<file path="src/rtl/pp_pkg.sv">
package pp_pkg;
   typedef enum logic [1:0] {
      PH_IDLE  = 2'd0,
      PH_LOW   = 2'd1,
      PH_GUARD = 2'd2
   } pulse_st_t;
endpackage

</file>
<file path="src/rtl/pp_accum.sv">
module pp_accum #(
   parameter int              SAMPLE_W   = 16,
   parameter int              ACC_W      = 40,
   parameter int              SEL_W      = 2,
   parameter longint unsigned BASE_THR   = 64'd42125000000,
   parameter int              NOLOAD_MIN = 1
) (
   input  logic                       clk,
   input  logic                       rst,
   input  logic                       tick,
   input  logic signed [SAMPLE_W-1:0] smp,
   input  logic [SEL_W-1:0]           sel,
   output logic                       req
);
   logic [ACC_W-1:0]    acc;
   logic [ACC_W-1:0]    thr;
   logic [ACC_W-1:0]    sum;
   logic [SAMPLE_W-1:0] mag;
   logic                creep;

   // magnitude: two's complement negate of negative samples, most negative value included
   always_comb begin
      mag   = smp[SAMPLE_W-1] ? (~smp + 1'b1) : smp;
      creep = (mag < SAMPLE_W'(NOLOAD_MIN));
      thr   = ACC_W'(BASE_THR) >> sel;
      sum   = acc + ACC_W'(mag);
      req   = tick && !creep && (sum >= thr);
   end

   always_ff @(posedge clk) begin
      if (rst) begin
         acc <= '0;
      end else if (tick) begin
         if (creep)           acc <= '0;
         else if (sum >= thr) acc <= sum - thr;
         else                 acc <= sum;
      end
   end


   accum_bound_chk: assert property (@(posedge clk) disable iff (rst)
      $stable(sel) |-> (acc < thr));

   creep_clear_chk: assert property (@(posedge clk) disable iff (rst)
      (tick && (mag < SAMPLE_W'(NOLOAD_MIN))) |=> (acc == '0));

   acc_hold_chk: assert property (@(posedge clk) disable iff (rst)
      !tick |=> $stable(acc));
endmodule

</file>
<file path="src/rtl/pp_interval.sv">
module pp_interval #(
   parameter int W_TICKS   = 54000,
   parameter int GAP_TICKS = 1,
   parameter int CW        = 16
) (
   input  logic          clk,
   input  logic          rst,
   input  logic          tick,
   input  logic          req,
   output logic [CW-1:0] width
);
   localparam logic [CW-1:0] CAP = CW'(W_TICKS + GAP_TICKS);
   localparam logic [CW-1:0] GAP = CW'(GAP_TICKS);

   logic [CW-1:0] ivl;
   logic [CW-1:0] t_last;

   // ivl starts saturated so the first request counts as a long interval
   always_ff @(posedge clk) begin
      if (rst) begin
         ivl    <= CAP;
         t_last <= CAP;
      end else if (tick) begin
         if (req) begin
            t_last <= (ivl >= CAP) ? CAP : ivl + 1'b1;
            ivl    <= '0;
         end else if (ivl < CAP) begin
            ivl <= ivl + 1'b1;
         end
      end
   end

   always_comb begin
      if (t_last >= CAP)     width = CW'(W_TICKS);
      else if (t_last > GAP) width = t_last - GAP;
      else                   width = CW'(1);
   end


   width_fit_chk: assert property (@(posedge clk) disable iff (rst)
      (width >= CW'(1)) && (width <= CW'(W_TICKS)));
endmodule

</file>
<file path="src/rtl/pp_pulse.sv">
module pp_pulse
   import pp_pkg::*;
#(
   parameter int W_TICKS   = 54000,
   parameter int GAP_TICKS = 1,
   parameter int CW        = 16
) (
   input  logic          clk,
   input  logic          rst,
   input  logic          tick,
   input  logic          req,
   input  logic [CW-1:0] width,
   output logic          f1_n,
   output logic          f2_n
);
   pulse_st_t     st;
   logic [CW-1:0] cnt;
   logic          pend;
   logic          nxt_ch;
   logic          cur_ch;
   logic          go;

   always_comb begin
      go   = pend && ((st == PH_IDLE) || ((st == PH_GUARD) && (cnt == '0)));
      f1_n = !((st == PH_LOW) && !cur_ch);
      f2_n = !((st == PH_LOW) &&  cur_ch);
   end

   always_ff @(posedge clk) begin
      if (rst) begin
         st     <= PH_IDLE;
         cnt    <= '0;
         pend   <= 1'b0;
         nxt_ch <= 1'b0;
         cur_ch <= 1'b0;
      end else if (tick) begin
         if (go)       pend <= req;
         else if (req) pend <= 1'b1;
         if (go) begin
            st     <= PH_LOW;
            cnt    <= width - 1'b1;
            cur_ch <= nxt_ch;
            nxt_ch <= ~nxt_ch;
         end else begin
            unique case (st)
               PH_LOW: begin
                  if (cnt == '0) begin
                     st  <= PH_GUARD;
                     cnt <= CW'(GAP_TICKS - 1);
                  end else begin
                     cnt <= cnt - 1'b1;
                  end
               end
               PH_GUARD: begin
                  if (cnt == '0) st  <= PH_IDLE;
                  else           cnt <= cnt - 1'b1;
               end
               default: st <= PH_IDLE;
            endcase
         end
      end
   end


   hold_no_tick_chk: assert property (@(posedge clk) disable iff (rst)
      !tick |=> ($stable(f1_n) && $stable(f2_n) && $stable(cnt)));

   width_cap_chk: assert property (@(posedge clk) disable iff (rst)
      (st == PH_LOW) |-> (cnt < CW'(W_TICKS)));

   guard_gap_chk: assert property (@(posedge clk) disable iff (rst)
      (tick && (st == PH_LOW) && (cnt == '0)) |=> (f1_n && f2_n));

   pend_served_chk: assert property (@(posedge clk) disable iff (rst)
      (tick && pend && (st == PH_IDLE)) |=> (st == PH_LOW));

   never_both_low_chk: assert property (@(posedge clk) disable iff (rst)
      (f1_n || f2_n));
endmodule

</file>
<file path="src/rtl/power_pulse_pair.sv">
module power_pulse_pair #(
   parameter int              SAMPLE_W   = 16,
   parameter int              ACC_W      = 40,
   parameter int              SEL_W      = 2,
   parameter longint unsigned BASE_THR   = 64'd42125000000,
   parameter int              NOLOAD_MIN = 1,
   parameter int              W_TICKS    = 54000,
   parameter int              GAP_TICKS  = 1
) (
   input  logic                       clk,
   input  logic                       rst,
   input  logic                       tick,
   input  logic signed [SAMPLE_W-1:0] power_smp,
   input  logic [SEL_W-1:0]           fs_sel,
   output logic                       f1_n,
   output logic                       f2_n
);
   localparam int CW     = $clog2(W_TICKS + GAP_TICKS + 1);
   localparam int MAX_SH = (1 << SEL_W) - 1;

   if ((BASE_THR >> MAX_SH) < (64'd1 << SAMPLE_W)) begin : g_bad_thr
      $error("threshold at the fastest select must be at least 2**SAMPLE_W");
   end
   if (BASE_THR >= (64'd1 << (ACC_W - 1))) begin : g_bad_accw
      $error("ACC_W too narrow for BASE_THR");
   end
   if (GAP_TICKS < 1 || W_TICKS < 1) begin : g_bad_timing
      $error("W_TICKS and GAP_TICKS must be at least 1");
   end
   if (NOLOAD_MIN > (1 << (SAMPLE_W - 1))) begin : g_bad_noload
      $error("NOLOAD_MIN beyond sample range");
   end

   logic          req;
   logic [CW-1:0] width;

   pp_accum #(
      .SAMPLE_W(SAMPLE_W), .ACC_W(ACC_W), .SEL_W(SEL_W),
      .BASE_THR(BASE_THR), .NOLOAD_MIN(NOLOAD_MIN)
   ) u_accum (
      .clk(clk), .rst(rst), .tick(tick), .smp(power_smp), .sel(fs_sel), .req(req)
   );

   pp_interval #(.W_TICKS(W_TICKS), .GAP_TICKS(GAP_TICKS), .CW(CW)) u_ivl (
      .clk(clk), .rst(rst), .tick(tick), .req(req), .width(width)
   );

   pp_pulse #(.W_TICKS(W_TICKS), .GAP_TICKS(GAP_TICKS), .CW(CW)) u_pulse (
      .clk(clk), .rst(rst), .tick(tick), .req(req), .width(width),
      .f1_n(f1_n), .f2_n(f2_n)
   );
endmodule

</file>
<file path="config.mk">
export PLATFORM = sky130hd
export DESIGN_NAME = power_pulse_pair
export DESIGN_NICKNAME = d
export VERILOG_FILES = /design/src/rtl/pp_pkg.sv /design/src/rtl/pp_accum.sv /design/src/rtl/pp_interval.sv /design/src/rtl/pp_pulse.sv /design/src/rtl/power_pulse_pair.sv
export SDC_FILE = /design/constraint.sdc
export NUM_CORES = 1
export LEC_CHECK = 0
export BUFFER_PORTS_ARGS = -buffer_cell sky130_fd_sc_hd__buf_2
export CAP_MARGIN = 20
export CORE_ASPECT_RATIO = 1.25
export CORE_MARGIN = 1
export CORE_UTILIZATION = 58
export DETAILED_ROUTE_END_ITERATION = 7
export PLACE_DENSITY = 0.78
export SLEW_MARGIN = 0
export SYNTH_ARGS = -nofsm -noshare
export SYNTH_HDL_FRONTEND = slang
export SYNTH_SLANG_ARGS = --single-unit
</file>
<file path="constraint.sdc">
create_clock -name clk -period 7.8 [get_ports clk]
set_clock_uncertainty 0.05 [all_clocks]
set_input_delay 2.34 -clock clk [delete_from_list [all_inputs] [get_ports clk]]
set_output_delay 2.34 -clock clk [all_outputs]
set_load 0.01 [all_outputs]
</file>
* Yosys cells after proc, flatten, opt, wreduce, memory -nomap -nowiden
Cells that the tools add are included.
Word-level totals: register bits after elaboration 93, input bits 21, output and inout bits 2, logic and storage cells 69
Operators by class: add/subtract/negate cells 7, order comparisons 6, equal/unequal tests 5, shift operators 1, multiplexer cells 18, bitwise logic cells 2, reductions and logical operators 22
Operator list (number):
- 16-bit 2-to-1 mux | 9
- 40-bit 2-to-1 mux | 2
- 16-bit by 1-bit subtractor with 16-bit output (second input constant) | 3
- 40-bit by 16-bit adder with 40-bit output | 1
- 40-bit >= comparator | 1
- 36-bit by 2-bit >> shifter with 40-bit output (first input constant) | 1
- 40-bit subtractor | 1
- 16-bit by 1-bit adder with 16-bit output (second input constant) | 2
- 16-bit >= comparator (second input constant) | 2
- 16-bit case mux with 2 select lines | 1
- 16-bit by 1-bit > comparator with 1-bit output (second input constant) | 1
- 16-bit zero test | 1
- 16-bit by 1-bit less-than comparator with 1-bit output (second input constant) | 1
- 16-bit less-than comparator (second input constant) | 1
- 16-bit NOT | 1
- 3-bit by 2-bit != test with 1-bit output (second input constant) | 3
- 2-bit AND reduction | 4
- 1-bit logical AND | 6
- 2-bit 2-to-1 mux | 3
- 3-bit AND reduction | 2
- 1-bit zero test | 4
- 2-bit case mux with 2 select lines | 1
- 2-bit nonzero test | 2
- 3-bit nonzero test | 1
- other kinds (6) | 7

* Longest topological paths before layout
Gate-level depths: netlist of run 1.
depth in word-level cells 9, gate-level depth with buffers 30, gate-level depth less buffers 26

* By module
Synthesis of run 1 repeated with hierarchy kept, for this count alone.
Unflattened totals: cell total of the unflattened synthesis 1188, area, all modules 9026.2 µm²
By module, submodules not included:
- pp_accum | times used 1, cells an instance 712, area each 5292.6 µm², seq. area each 800.8 µm²
- pp_interval | times used 1, cells an instance 264, area each 2100.8 µm², seq. area each 640.6 µm²
- pp_pulse | times used 1, cells an instance 212, area each 1632.8 µm², seq. area each 420.4 µm²

* Worst setup path before layout of run 1
OpenSTA, ideal clock, no wires.
kind input -> register, from input port power_smp[9], to register u_accum.acc[36], library setup time 122 ps, arrival time 7667 ps, required time 7628 ps, slack -39 ps, stages on the path 26, buffers on the path 1, path through or4_4 > or3_4 > o41ai_2 > xnor2_1 > ha_1 > nand2_1 > o21ai_1 > nand2_1 > nand3_1 > nor2_1 > nor2_1 > and3_1 > xor2_1 > ha_1 > clkbuf_1 > a21oi_1 > o21ai_0 > a21oi_1 > o21ai_0 > a221o_1 > a41o_1 > o21bai_2 > nand2_4 > and3_1 > or2_1 > a311o_1
Between the ends: cells in the longest elaborated chain, start to end 7, elaborated cells on any way between the ends 9, those cells by class add/sub: 3; order compare: 2; mux: 3; bitwise: 1
Ends and longest elaborated chain:
- start: declaration | RTL line power_pulse_pair.sv:13 | input logic signed [SAMPLE_W-1:0] power_smp,
- 16-bit NOT | RTL line pp_accum.sv:23 | mag = smp[SAMPLE_W-1] ? (~smp + 1'b1) : smp;
- 16-bit by 1-bit adder with 16-bit output | RTL line pp_accum.sv:23
- 16-bit 2-to-1 mux (*) | RTL line pp_accum.sv:23
- 40-bit by 16-bit adder with 40-bit output | RTL line pp_accum.sv:26 | sum = acc + ACC_W'(mag);
- 40-bit subtractor or 40-bit >= comparator (tied branches) | RTL line pp_accum.sv:35 | else if (sum >= thr) acc <= sum - thr;
- 40-bit 2-to-1 mux | RTL line pp_accum.sv:35
- 40-bit 2-to-1 mux (*) | RTL line pp_accum.sv:34 | if (creep) acc <= '0;
- end signal: assignment | RTL line pp_accum.sv:35
- end signal: assignment | RTL line pp_accum.sv:36 | else acc <= sum;
- end: declaration | RTL line pp_accum.sv:15 | logic [ACC_W-1:0] acc;
Mark *: on every way between the ends. The rest lies on a longest branch, timed or not. A chain may end at the register's enable or synchronous reset.

* Worst setup path in the final report of run 1
from input port power_smp[8], to register u_accum.acc[38]
Same word-level chain as after synthesis.

==> results by group, run 1 <==
Die
  • Initial Utilization: 0.596
  • Site Rows: 50
  • Die Y: 141 µm
  • # IOs: 23
  • Die area: 16000 µm²
  • Die Wd: 113 µm
  • Total core area: 15100 µm²

Global route
  • First-pass GRT wire length: 41.2 mm
  • Gr usage total: 0.318
  • Aggregate global routing overflow: 0
  • Vias in the first global route: 8985
  • Antenna violations before repair: 0
  • Largest net degree at the start of global routing: 44

Route
  • Drt pass-1 iters: 5
  • Routed len/inst: 17.2 µm
  • # DRC: 0
  • DRT iter0 DRCs: 765
  • Antenna viol nets, final: 0
  • DRT Wirelength: 25.8 mm
  • Vias per cell: 6.21
  • Vias: 9324

Hold path
  • Worst hold stages: 2
  • Hold Path Origin: u_accum.acc[13]
  • Hold WC Path Type: register to register
  • Hold Path End: u_accum.acc[13]

STA
  • Final number of hold-violating endpoints: 0
  • Final Cycle Share: 0.998
  • Crit path time final: 7790 ps
  • Worst hold margin: 416 ps
  • Max-slew violations: 0
  • Worst Tran Pin Value: 980 ps
  • Fmax: 128 MHz
  • Setup TNS: 0 ps
  • Slew HR: 0.340
  • Final Setup Violations: 0
  • RSZ-0062 raised after global routing: yes

Synthesis
  • Mean Syn Cell Area: 7.48 µm²
  • Top FF cell, synth: dfxtp_1
  • Sequential fraction of the synthesis area: 0.207
  • Number of synthesized flops with an enable pin: 0
  • Syn Nets: 1285
  • Synth warn: 0
  • Netlist cell types: 85
  • Yosys reg bits: 93
  • FFs w/ async S/R, synth: 0
  • Synth Cell Area: 8980 µm²
  • Cells after Synth: 1200

Layout
  • Final net count: 1374
  • Share of cells above drive strength 1: 0.189
  • N_diodes: 0
  • P&R area growth vs syn: 18.0%
  • Post-route cell area: 10600 µm²

Place
  • DP HPWL: 19.3 mm
  • GPL Wtd Cong: 0.948
  • DP Area: 9860 µm²
  • IO buf count: 22

Setup path
  • Worst r2r path cells: 21
  • WP data arrival: 7990 ps
  • CP required: 8000 ps
  • R2r startpoint: u_accum.acc[0]
  • CP Class: primary input to register
  • Reg2reg end: u_accum.acc[38]
  • CP Launch Point: power_smp[8]
  • Crit path capture type: register
  • Setup slack, reg-to-reg: 2680 ps
  • Startpoint Class: primary input
  • CP max FO: 8

Power
  • PD cells: 377 nW/µm²
  • P_leak: 4.33 nW
  • Pwr Total: 0.00400 W
  • Maximum vdd drop: 0.265 mV

CTS
  • H-tree Lvls: 3
  • Clock slew at reported path FFs: 70 ps
  • CTS sink cnt: 93
  • Clock latency at the later pin of the worst-skew pair: 360 ps
  • Number of buffers created by CTS: 9
  • TritonCTS clock tree: yes
  • Clk root buf: clkbuf_16
  • Clock buffer depth: 2
  • Hold bufs inserted after CTS: 0

Status
  • Status: finished clean

Run
  • Max-cap violations: 0
logic make-up after synthesis:
family | count (synthesis) | share of synthesized area
AO/OA/AOI/OAI | 352 | 0.254
XOR/XNOR | 130 | 0.128
adder cells (fa/ha/maj) | 64 | 0.0900
buffers and inverters | 103 | 0.0506
flip-flops | 93 | 0.207
multiplexers | 18 | 0.0201
AND/OR/NAND/NOR | 440 | 0.250
through the flow:
stage	setup slack, ps	std cells	util
final	15.0	1501	0.703
after global routing	-188	1501	0.703
after CTS	58.1	1490	0.674
after detailed placement	-277	1475	0.654
after global placement	-186	1475	0.654
after floorplan	36.2	1200	-
per-layer routing:
layer | global-route usage | routed length (µm)
met2 | 0.600 | 13400
met3 | 0.0340 | 1000
met5 | 0 | 0
met1 | 0.344 | 10200
met4 | 0.169 | 1180
report_power, final:
group	switching [W]	total (W)	internal [W]
logic	0.00156	0.00274	0.00118
clock network	0.000208	0.000458	0.000250
registers	0.000181	0.000796	0.000615
Yosys cell counts, types with 17 or more instances:
| cell type | number | share of area |
|---|---|---|
| a211oi_1 | 18 | 0.015 |
| a21o_1 | 20 | 0.017 |
| a21oi_1 | 92 | 0.051 |
| and3_1 | 24 | 0.017 |
| clkbuf_1 | 37 | 0.015 |
| dfxtp_1 | 93 | 0.21 |
| ha_1 | 63 | 0.088 |
| inv_1 | 43 | 0.018 |
| mux2i_1 | 18 | 0.020 |
| nand2_1 | 121 | 0.051 |
| nand3_1 | 28 | 0.016 |
| nand4_1 | 25 | 0.017 |
| nor2_1 | 103 | 0.043 |
| nor2b_1 | 18 | 0.013 |
| nor3_1 | 38 | 0.021 |
| o21ai_0 | 77 | 0.043 |
| o21ai_1 | 19 | 0.011 |
| o21bai_1 | 17 | 0.014 |
| xnor2_1 | 77 | 0.075 |
| xor2_1 | 52 | 0.051 |
worst max-delay path: stages:
cell      delay (ps)
buf_6             90
or4_4            520
or3_4            380
o41ai_4          220
xnor2_1          140
ha_1             360
nand4_1          210
a211oi_2         300
a211oi_2         130
a31o_2           320
or3_4            390
xnor2_2          160
ha_1             330
nand2_2          100
o21ai_2           60
a21oi_1          140
o21ai_1          100
a221o_1          360
a41o_1           230
o21bai_2         200
nand2_4          130
and4_1           180
or2_0            220
a311o_1          340
worst max-delay path by stage:
stage	endpoint	cells past startpoint
6_report	u_accum.acc[38]	24
5_1_grt	u_accum.acc[38]	24
4_1_cts	u_accum.acc[36]	26
3_5_place_dp	u_accum.acc[36]	26
3_3_place_gp	u_accum.acc[36]	26
2_1_floorplan	u_accum.acc[36]	26
state kept, by name, indices dropped and copies added, names as in the netlist:
register / flops
u_accum.acc: 40
u_ivl.ivl: 16
u_ivl.t_last: 16
u_pulse.cnt: 16
u_pulse.st: 2
u_pulse.cur_ch: 1
u_pulse.nxt_ch: 1
u_pulse.pend: 1
layout by cell type, fill, tap and decap left out, types with 6 or more instances in the layout:
master	count
a211o_1	9
a211oi_1	15
a211oi_2	6
a21o_1	20
a21oi_1	85
a21oi_2	9
a22oi_1	10
a31oi_1	6
and2_1	10
and3_1	23
buf_2	20
buf_4	110
buf_6	7
clkbuf_16	9
dfxtp_1	93
ha_1	62
inv_1	43
mux2i_1	17
nand2_1	118
nand2b_1	9
nand3_1	27
nand4_1	25
nor2_1	94
nor2_2	8
nor2b_1	17
nor3_1	32
nor3_2	8
nor4_1	11
o211ai_1	11
o21a_1	7
o21ai_0	69
o21ai_1	24
o21bai_1	17
o22ai_1	10
or3_1	10
xnor2_1	71
xnor2_2	7
xor2_1	52
timing repair:
item,4_1_cts,5_1_grt
endpoints found under the setup margin,0,70
buffers inserted,0,12
resized for setup,0,78
layout make-up:
cell class / instances / area (µm²)
Fill cell: 1232 / 4480
Timing Repair Buffer: 138 / 1020
Tap cell: 208 / 260
Sequential cell: 93 / 1860
Clock buffer: 9 / 225
Inverter: 43 / 161
Multi-Input combinational cell: 1004 / 6990
Clock inverter: 6 / 72.6
No activity file was read; power rests on OpenSTA's default activity.
==> run 2, diff against run 1 <==
==> constraint.sdc (replaced) <==
create_clock -name clk -period 7.8 [get_ports clk]
set_clock_uncertainty 0.05 [all_clocks]
set_input_delay 0.39 -clock clk [delete_from_list [all_inputs] [get_ports clk]]
set_output_delay 0.39 -clock clk [all_outputs]
set_load 0.01 [all_outputs]
==> run 2 against run 1 <==
Against the previous run:
- power is 7.5% lower
- critical path depth is 2 higher
- first-iteration DRC count is 20% lower
- sequential cell count stayed put
- global-route usage is 2.3 points lower
- clock-buffer cell count is 1 higher
- routed wire length is 9.4% lower
- highest routed layer unchanged
- sequential power is 0.9% lower
- non-clock buffer count is 111 lower
- cell area is 11% lower
- fmax is 18% higher
==> results by group, run 2 (same netlist as run 1, synthesis figures left out) <==
Place
  • GPL Wtd Cong: 1.00 (was 0.948)
  • IO buf count: 22 (unchanged)
  • DP HPWL: 17.6 mm (was 19.3 mm)

Run
  • Max-cap violations: 0 (unchanged)

Setup path
  • R2r startpoint: u_accum.acc[0] (unchanged)
  • Crit path capture type: register (unchanged)
  • Setup crit end: u_accum.acc[36] (was u_accum.acc[38])
  • CP max FO: 42 (was 8)
  • Reg2reg end: u_accum.acc[36] (was u_accum.acc[38])
  • CP required: 7990 ps (was 8000 ps)
  • CP Class: primary input to register (unchanged)
  • Worst r2r path cells: 19 (was 21)
  • WP data arrival: 6810 ps (was 7990 ps)
  • CP Launch Point: power_smp[9] (was power_smp[8])
  • Setup slack, reg-to-reg: 2020 ps (was 2680 ps)
  • Critical Path Slowest Stage Cell: or4_4 (unchanged)
  • Startpoint Class: primary input (unchanged)
  • CP peak stage delay: 540 ps (was 520 ps)

Layout
  • P&R area growth vs syn: 5.53% (was 18.0%)
  • Commonest non-fill, non-tap cell in the layout: nand2_1 (unchanged)
  • Share of cells above drive strength 1: 0.0668 (was 0.189)
  • Final net count: 1263 (was 1374)
  • Max reg flops: 40 (unchanged)
  • Largest register by flop count: u_accum.acc (unchanged)
  • Commonest non-fill, non-tap cells in the layout: nand2_1, nor2_1, dfxtp_1 (was nand2_1, buf_4, nor2_1)
  • N_diodes: 0 (unchanged)

CTS
  • Setup Buffers After CTS: 0 (unchanged)
  • Number of buffers created by CTS: 9 (unchanged)
  • Clock buffer depth: 2 (unchanged)
  • Clock latency at the later pin of the worst-skew pair: 360 ps (about the same)
  • Clk root buf: clkbuf_16 (unchanged)
  • H-tree Lvls: 3 (unchanged)
  • Clock slew at reported path FFs: 70 ps (about the same)
  • Cts repair resizes: 0 (unchanged)
  • TritonCTS clock tree: yes (unchanged)
  • Hold bufs inserted after CTS: 0 (unchanged)
  • CTS sink cnt: 93 (unchanged)

Die
  • Die Y: 141 µm (unchanged)
  • Die area: 16000 µm² (unchanged)
  • Site Rows: 50 (unchanged)
  • Die Wd: 113 µm (unchanged)
  • # IOs: 23 (unchanged)
  • Total core area: 15100 µm² (unchanged)
  • Initial Utilization: 0.596 (unchanged)

Global route
  • Antenna violations before repair: 0 (unchanged)
  • Gr usage total: 0.294 (was 0.318)
  • Largest net degree at the start of global routing: 44 (unchanged)
  • Aggregate global routing overflow: 0 (unchanged)
  • Vias in the first global route: 8105 (was 8985)
  • First-pass GRT wire length: 38.1 mm (was 41.2 mm)

Power
  • PD cells: 390 nW/µm² (was 377 nW/µm²)
  • P_leak: 3.70 nW (was 4.33 nW)
  • Maximum vdd drop: 0.196 mV (was 0.265 mV)

Route
  • Drt pass-1 iters: 5 (unchanged)
  • Routed len/inst: 16.8 µm (was 17.2 µm)
  • DRT iter0 DRCs: 615 (was 765)
  • Antenna viol nets, final: 0 (unchanged)
  • Vias: 8631 (was 9324)
  • DRT Wirelength: 23.3 mm (was 25.8 mm)
  • # DRC: 0 (unchanged)
  • Vias per cell: 6.20 (was 6.21)

Hold path
  • Hold WC Path Type: register to register (unchanged)

STA
  • Crit path time final: 6610 ps (was 7790 ps)
  • Fmax: 151 MHz (was 128 MHz)
  • Final Setup Violations: 0 (unchanged)
  • Slew HR: 0.382 (was 0.340)
  • Worst hold margin: 417 ps (was 416 ps)
  • Final number of hold-violating endpoints: 0 (unchanged)
  • Final Cycle Share: 0.848 (was 0.998)
  • Max-slew violations: 0 (unchanged)
  • Setup TNS: 0 ps (unchanged)
  • RSZ-0062 raised after global routing: no (was yes)
  • Worst Tran Pin Value: 918 ps (was 980 ps)

Status
  • Status: finished clean (unchanged)
## run 2: cell count changes in the layout (fill, tap and decap cells not counted), moves of 7 or more
cell / before / now
a21oi_1: 85 / 92
buf_4: 110 / 5
nor2_2: 8 / 1
nor2_1: 94 / 102
a21oi_2: 9 / 2
o21ai_0: 69 / 77
buf_6: 7 / 0
## run 2: how the worst min path moves through the flow
stage	from	endpoint	slack, ps	cells after the start
floorplan	u_accum.acc[10]	u_accum.acc[10]	380	2
global placement	u_accum.acc[6]	u_accum.acc[6]	390	2
detailed placement	u_accum.acc[12]	u_accum.acc[12]	400	2
CTS	u_accum.acc[12]	u_accum.acc[12]	420	2
global route	u_pulse.cnt[9]	u_pulse.cnt[9]	450	2
finish	u_accum.acc[6]	u_accum.acc[6]	420	2
## run 2: through the flow
step / utilization / instances / worst slack [ps] / power [W] / cell area [µm²]
2_1_floorplan: - / 1200 / 1910 / 0.00264 / 8980
3_3_place_gp: 0.603 / 1375 / 1100 / 0.00306 / 9100
3_5_place_dp: 0.603 / 1375 / 876 / 0.00309 / 9100
4_1_cts: 0.629 / 1391 / 1260 / 0.00367 / 9480
5_1_grt: 0.629 / 1391 / 502 / 0.00398 / 9480
6_report: 0.629 / 1391 / 1190 / 0.00370 / 9480
## run 2: area by class of cell
type                            count  area [µm²]
Multi-Input combinational cell   1004        6670
Fill cell                        1356        5600
Sequential cell                    93        1860
Tap cell                          208         260
Clock buffer                       10         239
Inverter                           43         161
Timing Repair Buffer               27         148
Clock inverter                      6         140
## run 2: per-layer routing
layer,vias up,track usage,share of wire
met5,-,0,0
met4,0,0.170,0.050
met3,68,0.0310,0.037
met2,235,0.539,0.50
met1,4026,0.328,0.41
li1,4302,-,-
## run 2: where the power goes
group          internal (W)  total, W  switching [W]
Sequential         0.000615  0.000789       0.000174
Combinational      0.000922   0.00235        0.00142
Clock              0.000358  0.000561       0.000203
Total               0.00189   0.00370        0.00180
## run 2: critical path, delay by kind of cell
kind	cells	cell delay, ps
xor+xnor	2	330
fa+ha+maj	2	700
simple gates	11	3010
buf+inv	1	110
compound gates	10	2230
==> run 3, diff against run 2 <==
--- a/config.mk
+++ b/config.mk
@@ -9,9 +9,9 @@
 export CAP_MARGIN = 20
 export CORE_ASPECT_RATIO = 1.25
 export CORE_MARGIN = 1
-export CORE_UTILIZATION = 58
+export CORE_UTILIZATION = 65
 export DETAILED_ROUTE_END_ITERATION = 7
-export PLACE_DENSITY = 0.78
+export PLACE_DENSITY = 0.82
 export SLEW_MARGIN = 0
 export SYNTH_ARGS = -nofsm -noshare
 export SYNTH_HDL_FRONTEND = slang
==> constraint.sdc (replaced) <==
create_clock -name clk -period 6.9 [get_ports clk]
set_clock_uncertainty 0.05 [all_clocks]
set_input_delay 0.345 -clock clk [delete_from_list [all_inputs] [get_ports clk]]
set_output_delay 0.345 -clock clk [all_outputs]
set_load 0.01 [all_outputs]
==> run 3 against run 2 <==
Against the previous run:
- global-route usage grew 4.2 points
- register-to-register slack worse by 600 ps
- power up 10%
- routed wire length increased by 1.5%
- non-clock buffer count is 7 higher
- final cell count down 2.2%
- sequential power up 13%
- critical path type unchanged
==> results by group, run 3 (same netlist as run 1, synthesis figures left out) <==
CTS
  • Clock buffer depth: 2 (unchanged)
  • Number of buffers created by CTS: 9 (unchanged)
  • H-tree Lvls: 3 (unchanged)
  • Clk root buf: clkbuf_16 (unchanged)
  • Setup Buffers After CTS: 0 (unchanged)
  • TritonCTS clock tree: yes (unchanged)
  • Hold bufs inserted after CTS: 0 (unchanged)
  • Cts repair resizes: 0 (unchanged)
  • Clock slew at reported path FFs: 70 ps (about the same)
  • CTS sink cnt: 93 (unchanged)
  • Clock latency at the later pin of the worst-skew pair: 360 ps (about the same)

Die
  • Die Wd: 107 µm (was 113 µm)
  • Site Rows: 47 (was 50)
  • Die area: 14300 µm² (was 16000 µm²)
  • Die Y: 133 µm (was 141 µm)
  • # IOs: 23 (unchanged)
  • Initial Utilization: 0.673 (was 0.596)
  • Total core area: 13300 µm² (was 15100 µm²)

Route
  • # DRC: 0 (unchanged)
  • Routed len/inst: 17.4 µm (was 16.8 µm)
  • Vias per cell: 6.40 (was 6.20)
  • Drt pass-1 iters: 5 (unchanged)
  • DRT Wirelength: 23.7 mm (was 23.3 mm)
  • Met1 wire length: 9.56 mm (unchanged)
  • Antenna viol nets, final: 0 (unchanged)
  • Met3 Routed Length: 1.01 mm (was 853 µm)
  • DR WL met2: 11.9 mm (was 11.8 mm)
  • DRT iter0 DRCs: 635 (was 615)
  • Vias: 8713 (was 8631)
  • Top Layer Used: met4 (unchanged)

Setup path
  • Crit path capture type: register (unchanged)
  • CP max FO: 18 (was 42)
  • Startpoint Class: primary input (unchanged)
  • CP required: 7140 ps (was 7990 ps)
  • Critical path, cell by cell: buf_2 > or4_4 > or3_4 > o41ai_2 > xnor2_1 > ha_1 > nand4_1 > a211oi_1 > a211oi_1 > a31o_2 > or3_1 > xnor2_1 > ha_1 > nand2_1 > o21ai_0 > a21oi_1 > o21ai_0 > a221o_1 > a41o_1 > o21bai_2 > nand2_4 > and2_1 > nand4_1 > a21oi_1
  • CP peak stage delay: 620 ps (was 540 ps)
  • CP Class: primary input to register (unchanged)
  • WP data arrival: 6390 ps (was 6810 ps)
  • Critical Path Slowest Stage Cell: and2_1 (was or4_4)

Global route
  • Antenna violations before repair: 0 (unchanged)
  • First-pass GRT wire length: 38.5 mm (was 38.1 mm)
  • Aggregate global routing overflow: 0 (unchanged)
  • Gr usage total: 0.336 (was 0.294)
  • Vias in the first global route: 8203 (was 8105)
  • Largest net degree at the start of global routing: 44 (unchanged)

Place
  • GPL Wtd Cong: 0.967 (was 1.00)
  • IO buf count: 22 (unchanged)
  • DP Area: 9100 µm² (about the same)
  • DP HPWL: 17.9 mm (was 17.6 mm)

Layout
  • Max reg flops: 40 (unchanged)
  • N_diodes: 0 (unchanged)
  • Largest register by flop count: u_accum.acc (unchanged)
  • P&R area growth vs syn: 4.44% (was 5.53%)
  • Commonest non-fill, non-tap cell in the layout: nand2_1 (unchanged)
  • Commonest non-fill, non-tap cells in the layout: nand2_1, nor2_1, dfxtp_1 (unchanged)
  • Post-route cell area: 9380 µm² (was 9480 µm²)
  • Share of cells above drive strength 1: 0.0714 (was 0.0668)
  • Final net count: 1270 (was 1263)

Hold path
  • Hold WC Path Type: primary input to register (was register to register)

Power
  • P_leak: 3.68 nW (was 3.70 nW)
  • Maximum vdd drop: 0.320 mV (was 0.196 mV)
  • PD cells: 435 nW/µm² (was 390 nW/µm²)

STA
  • Setup TNS: 0 ps (unchanged)
  • Max-slew violations: 0 (unchanged)
  • Fmax: 162 MHz
  • RSZ-0062 raised after global routing: no (unchanged)
  • Worst Tran Pin Value: 810 ps (was 918 ps)
  • Slew HR: 0.455 (was 0.382)
  • Crit path time final: 6150 ps
  • Final number of hold-violating endpoints: 0 (unchanged)
  • Final Setup Violations: 0 (unchanged)
  • Final Cycle Share: 0.892

Run
  • Max-cap violations: 0 (unchanged)

Status
  • Status: finished clean (unchanged)
-- run 3: routing by layer --
layer / vias to the layer above / global-route usage
li1: 4309 / -
met1: 4043 / 0.380
met2: 272 / 0.600
met3: 89 / 0.0323
met4: 0 / 0.211
met5: - / 0
-- run 3: final cells by class --
class / instances / area [µm²]
Multi-Input combinational cell: 1004 / 6670
Fill cell: 1169 / 3970
Sequential cell: 93 / 1860
Clock buffer: 10 / 229
Tap cell: 171 / 214
Timing Repair Buffer: 34 / 200
Inverter: 43 / 161
Clock inverter: 6 / 46.3
-- run 3: critical path, delay by kind of cell --
kind / cells / cell delay (ps)
adders and majority gates: 2 / 690
and+or+nand+nor: 8 / 2610
xor gates and xnor gates: 2 / 290
AOI/OAI and AO/OA: 11 / 2350
buffers and inverters: 1 / 110
-- run 3: worst paths after layout --
kind / end / cells after the start / slack [ps] / start
worst min register to register: u_accum.acc[12] / 2 / 420 / u_accum.acc[12]
worst max register to register: u_ivl.t_last[1] / 20 / 1420 / u_accum.acc[0]
worst min-delay path: u_pulse.cur_ch / 3 / 400 / tick
worst max-delay path: u_ivl.t_last[1] / 24 / 750 / power_smp[9]
-- run 3: power by group --
part,switching [W],internal (W)
clock,0.000235,0.000247
sequential,0.000196,0.000695
combinational,0.00163,0.00107
total,0.00206,0.00201
-- run 3: per-stage QoR --
stage          hold slack, ps  total power, W   util  worst slack, ps  cells
2_1_floorplan             382         0.00298      -             1060   1200
3_3_place_gp              390         0.00348  0.682              596   1345
3_5_place_dp              403         0.00353  0.682              448   1345
4_1_cts                   395         0.00402  0.703              787   1361
5_1_grt                   430         0.00437  0.703              278   1361
6_report                  400         0.00408  0.703              745   1361
